===== src/rtl/trig_shaper_pkg.sv =====
package trig_shaper_pkg;
    // Default widths shared by the shaper, its checker and its bench
    localparam int DLY_W_DEF = 8;
    localparam int PAT_W_DEF = 10;

    // Largest delay selectable with a given delay width
    function automatic int max_delay(input int dly_w);
        return (1 << dly_w) - 1;
    endfunction
endpackage


===== src/rtl/tsh_delay_line.sv =====
// Shift pipeline of past impulses; the output tap is chosen by a value
// captured while reset is held. Needs DLY_W >= 2.
module tsh_delay_line #(
    parameter int DLY_W = 8
) (
    input  logic             clk,
    input  logic             rst,
    input  logic [DLY_W-1:0] dly_set,
    input  logic             imp_in,
    output logic             imp_out
);
    localparam int DEPTH = (1 << DLY_W) - 1;

    typedef struct packed {
        logic [DLY_W-1:0] tap;
        logic [DEPTH-1:0] pipe;
    } dl_state_t;

    dl_state_t  st_d, st_q;
    logic [DEPTH:0] taps;

    always_comb begin
        st_d = st_q;
        if (rst) begin
            st_d.tap  = dly_set;
            st_d.pipe = '0;
        end else begin
            st_d.pipe = {st_q.pipe[DEPTH-2:0], imp_in};
        end
    end

    always_ff @(posedge clk) begin
        st_q <= st_d;
    end

    // taps[k] is the impulse from k cycles ago; tap 0 is the live input
    assign taps    = {st_q.pipe, imp_in};
    assign imp_out = taps[st_q.tap];
endmodule


===== src/rtl/tsh_convolver.sv =====
// Convolves the delayed impulse with the response pattern, MSB first.
module tsh_convolver #(
    parameter int PAT_W = 10
) (
    input  logic             clk,
    input  logic             rst,
    input  logic             imp_in,
    input  logic [PAT_W-1:0] pattern,
    output logic             accept_n
);
    typedef struct packed {
        logic [PAT_W-2:0] hist;
        logic             acc_n;
    } cv_state_t;

    cv_state_t        st_d, st_q;
    logic [PAT_W-1:0] pat_rev;
    logic [PAT_W-1:0] window;

    // Age a of the impulse pairs with pattern bit PAT_W-1-a
    for (genvar gi = 0; gi < PAT_W; gi++) begin : g_rev
        assign pat_rev[gi] = pattern[PAT_W-1-gi];
    end

    assign window = {st_q.hist, imp_in};

    always_comb begin
        st_d = st_q;
        if (rst) begin
            st_d.hist  = '0;
            st_d.acc_n = 1'b1;
        end else begin
            st_d.hist  = window[PAT_W-2:0];
            st_d.acc_n = ~|(window & pat_rev);
        end
    end

    always_ff @(posedge clk) begin
        st_q <= st_d;
    end

    assign accept_n = st_q.acc_n;
endmodule


===== src/rtl/trig_shaper.sv =====
module trig_shaper
    import trig_shaper_pkg::*;
#(
    parameter int DLY_W = DLY_W_DEF,
    parameter int PAT_W = PAT_W_DEF
) (
    input  logic             clk,
    input  logic             rst,
    input  logic             impulse,
    input  logic [DLY_W-1:0] dly_set,
    input  logic [PAT_W-1:0] pattern,
    output logic             accept_n
);
    logic dly_imp;

    tsh_delay_line #(.DLY_W(DLY_W)) u_delay (
        .clk     (clk),
        .rst     (rst),
        .dly_set (dly_set),
        .imp_in  (impulse),
        .imp_out (dly_imp)
    );

    tsh_convolver #(.PAT_W(PAT_W)) u_conv (
        .clk      (clk),
        .rst      (rst),
        .imp_in   (dly_imp),
        .pattern  (pattern),
        .accept_n (accept_n)
    );
endmodule


===== config.mk =====
export PLATFORM = sky130hd
export DESIGN_NAME = trig_shaper
export DESIGN_NICKNAME = d
export VERILOG_FILES = /design/src/rtl/trig_shaper_pkg.sv /design/src/rtl/tsh_delay_line.sv /design/src/rtl/tsh_convolver.sv /design/src/rtl/trig_shaper.sv
export SDC_FILE = /design/constraint.sdc
export NUM_CORES = 1
export LEC_CHECK = 0
export ABC_AREA = 1
export ABC_CLOCK_PERIOD_IN_PS = 3600
export BUFFER_PORTS_ARGS = -buffer_cell sky130_fd_sc_hd__buf_2
export CAP_MARGIN = 5
export CORE_UTILIZATION = 45
export CTS_CLUSTER_DIAMETER = 60
export DETAILED_ROUTE_END_ITERATION = 12
export GPL_TIMING_DRIVEN = 1
export PLACE_DENSITY_LB_ADDON = 0.12
export SYNTH_ARGS = -nofsm -noshare
export SYNTH_HDL_FRONTEND = slang
export SYNTH_SLANG_ARGS = --single-unit

===== constraint.sdc =====
create_clock -name clk -period 3.6 [get_ports clk]
set_input_delay 0.72 -clock clk [delete_from_list [all_inputs] [get_ports clk]]
set_output_delay 0.72 -clock clk [all_outputs]
set_load 0.005 [all_outputs]

# Yosys cells after proc, flatten, opt, wreduce, memory -nomap -nowiden
# Cells that the tools add are included.
# totals
regBits,273
out_inout_bits,1
elab_cells,10
# op_classes
reduce_logical,2
order_cmp,1
bitwise_logic,1
muxes,2
# ops
operator,n
10-bit AND,1
10-bit OR reduction,1
"8-bit by 9-bit less-than comparator with 1-bit output, second input constant",1
1-bit binary-select mux with 8-bit select,1
1-bit zero test,1
1-bit two-way mux,1

# Logic depth before layout (Yosys ltp)
# depth
depth_word,5
ltp_mapped,16
ltp_nobuf,14

# By module
# A second synthesis with hierarchy kept.
# unflattened
hier_cells,1411
area_unflattened_um2,10199.8
# by_module_without_submodules
module,area_per_inst_um2,seq_area_each_um2,cells_each,n_inst
tsh_delay_line,9844.4,5345.1,1361,1
tsh_convolver,355.3,200.2,50,1

# Least setup slack after synthesis
# No wires, ideal clock.
# synth_path
path_kind,register to register
start,register u_delay.st_q[255] (netlist bit)
end,register u_conv.st_q (netlist bit u_conv.accept_n)
setup_time_ns,0.109
path_slack_ns,1.897
path_stages_with_launch,16
t_arrival_ns,1.594
cell_sequence,edfxtp_1 inv_2 clkbuf_1 nand2_1 nand3_1 nand3_1 nand3_1 nand3_1 nand2_1 nand2_1 nand3_1 nand3_1 nand2_1 nand3_1 nand2_1 inv_1
# synth_between
elab_chain_len,5
# synth_rtl
element,line_no,text
start: declaration,tsh_delay_line.sv:19,"dl_state_t st_d, st_q;"
start signal: assignment,tsh_delay_line.sv:33,st_q <= st_d;
1-bit binary-select mux with 8-bit select,tsh_delay_line.sv:38,assign imp_out = taps[st_q.tap];
1-bit two-way mux (implied by the code),tsh_delay_line.sv:38,
10-bit AND,tsh_convolver.sv:34,st_d.acc_n = ~|(window & pat_rev);
10-bit OR reduction,tsh_convolver.sv:34,
1-bit zero test,tsh_convolver.sv:34,
end signal: assignment,tsh_convolver.sv:39,st_q <= st_d;
end: declaration,tsh_convolver.sv:16,"cv_state_t st_d, st_q;"
# No other way between the ends. The select of a mux whose other input is x is not followed.
# A chain may end at the register's enable or synchronous reset.

# Worst setup path after layout
# layout_path
start,register u_delay.st_q[256] (netlist bit)
end,register u_conv.st_q (netlist bit u_conv.accept_n)
# Same word-level chain as after synthesis.

==> results.yml <==
yosys:
  number_of_flip_flops_and_latches_in_the_synthesized_netlist: 273
  syn_area_per_cell_um2: 7.26
  synth.cell_area_um2: 10200
  library_cell_occupying_the_most_area_in_the_post_synthesis_netlist: "dfxtp_1"
  post-synth-top-area-fraction: 0.521
  post_syn_nets: 1424
  synth_area_leaders: "dfxtp_1 (52%), nand3_1 (11%), inv_1 (10%)"
  yosysWarnings: 0
  ys_types: 16
  yosysSeqAreaShare: 0.544
  syn_inst: 1403
clocking:
  postCtsSetupRepairBufs: 0
  clockBufferDepth: 3
  tritoncts: "yes"
  h-tree-depth: 1
  clk_latency_ns: 0.54
  root_cell_of_the_clock_tree: "clkbuf_16"
  tritoncts.num_buffers: 29
  clkSlewWorstSetupHoldPaths_ns: 0.06
  cts_sink_cnt: 273
  cts_hold_buf: 0
  cts_resized: 0
sta:
  finalWorstPathRequiredPeriod_ns: 2.32
  grt_setup_unrepaired: "false"
  finClkSkew_ns: 0.00973
  max_clock_freq_ghz: 0.432
  timing_worst_slew_pin_value_ns: 0.934
  report.final.hold_viol_count: 0
  drv_slew: 0
  final-setup-viol-count: 0
  final_min_period_over_clock_period: 0.644
  worst_slew_slack_as_a_fraction_of_its_limit: 0.377
  finalSetupTns_ns: 0
route:
  vias_post_dr: 7833
  vias_per_cell: 4.64
  postRouteAntennaNets: 0
  drt_first_pass_iters: 5
  wirelength_um: 21400
  drc: 0
  route.detailed.wl_per_inst_um: 12.7
  initialDrtViolationCount: 531
cells_and_area:
  final_layout_size_suffix_gt1_frac: 0.0590
  syn_to_final_growth_pct: 11.8
  antennaDiodeCount: 0
  layout.filler_cells: 2198
  finalNetCount: 1410
global_routing:
  grt-ovfl-total: 0
  grt_pass1_vias: 7408
  grt_antenna_before_repair: 0
  grt.total_usage: 0.189
  grt_max_degree: 130
  first_pass_grt_wire_length_um: 36600
placed_design:
  finalWeightedCongestion: 0.745
  dp_hpwl_um: 11900
  numPortBuffers: 21
power:
  vdd_drop_max_mv: 0.396
  p_int_mw: 4.95
  power.net_switching_mw: 1.47
  power_per_cell_area_nw_per_um2: 563
  pwr-share-seq: 0.478
  power.static_leakage_nw: 4.34
  pwr-share-comb: 0.063
  power.switching_fraction: 0.229
  clock_power_share: 0.460
  finalPower_mw: 6.42
setup_path:
  end_kind: "register"
  timing.setup.critical_path_class: "register to register"
  reg2reg_depth: 14
  cp_data_required_time_ns: 4.04
  arrival_ns: 2.76
  critical_path_peak_fanout: 77
  crit_path_start_kind: "register"
min_path:
  worstHoldPathCells: 1
  hp-class: "input port to register"
floorplanning:
  floorplan.initialDensity: 0.463
  top_level_ports: 22
  core_um2: 22000
  floorplan.rows: 54
  die_height_um: 152
  die_area_um2: 23200
  die_w_um: 152
run:
  maxCapViolCount: 0
outcome:
  status: "completed"
## synth_stat cells, drive strengths merged
library cell / instances
inv: 273
dfxtp: 265
nor2: 263
nand2: 241
nand3: 230
clkbuf: 44
buf: 37
a21oi: 20
o21ai: 20
edfxtp: 8
a221oi: 1
a22o: 1
## flip-flops by register name (all words and copies together) (netlist names)
name / flops
u_conv.accept_n: 1
u_delay.st_q: 263
u_conv.st_q: 9
## power groups by stage
| stage | registers (mW) | logic, mW | clock network (mW) |
|---|---|---|---|
| after global placement | 3.13 | 0.409 | 0 |
| final | 3.07 | 0.402 | 2.95 |
| after detailed placement | 3.13 | 0.409 | 0 |
| after floorplan | 3.12 | 0.291 | 0 |
| after global routing | 3.06 | 0.454 | 3.15 |
| after CTS | 3.07 | 0.410 | 3.04 |
## worst paths after layout
path / startpoint / end / slack (ns)
setup / recovery: u_delay.st_q[256] / u_conv.accept_n / 1.28
hold reg to reg: u_delay.st_q[71] / u_delay.st_q[72] / 0.42
setup reg to reg: u_delay.st_q[256] / u_conv.accept_n / 1.28
hold / removal: dly_set[0] / u_delay.st_q[255] / 0.35
## cells by family after synthesis
group	count (synthesis)	synth area share
AO/OA/AOI/OAI	42	0.0214
buffers and inverters	354	0.136
flip-flops	273	0.544
AND/OR/NAND/NOR	734	0.299
## routing by layer
| metal | vias up | track usage | share of wire |
|---|---|---|---|
| met5 | - | 0 | 0 |
| met4 | 0 | 0.0428 | 0.019 |
| met3 | 32 | 0.0290 | 0.038 |
| met2 | 108 | 0.304 | 0.43 |
| met1 | 3546 | 0.269 | 0.51 |
| li1 | 4147 | - | - |
## cell type report
cell class                 count  area [um2]  area share
sequential                   273        5550       0.487
clock buffer                  37         807      0.0708
timing repair buffer          36         264      0.0232
inverter                     273        1030      0.0900
clock inverter                12         141      0.0124
multi-input combinational    776        3260       0.286
tap                          280         350      0.0307
## worst max-delay path, cell delays in order, from the launching register on
cell and delay, ns:
edfxtp_1 0.36, buf_4 0.72, a21oi_1 0.07, o21ai_0 0.11, nand3_1 0.09, nand3_1 0.10
nand3_1 0.08, nand2_1 0.13, nand2_1 0.06, nand3_1 0.06, nand3_1 0.12, nand2_1 0.10
nand3_1 0.06, nand2_1 0.06, inv_1 0.03
## cells in the final DEF, fill, tap and decap left out, drive strengths merged
cell      count
inv         273
a221oi        1
nand3       230
edfxtp        8
nand2       241
clkinvlp      1
bufinv        3
dfxtp       265
nor2        263
clkinv        8
a21oi        20
buf          35
o21ai        20
clkbuf       38
a22o          1
## metrics by stage
step                      utilization  instances  cell area [um2]  hold slack (ns)  setup slack (ns)
final                           0.517       1687            11400            0.353              1.28
after detailed placement        0.474       1638            10400            0.409              1.27
after global routing            0.517       1687            11400            0.328             0.982
after global placement          0.474       1638            10400            0.407              1.30
after floorplan                     -       1403            10200            0.403              1.90
after CTS                       0.517       1687            11400            0.325              1.26
(Power assumes the default switching activity.)
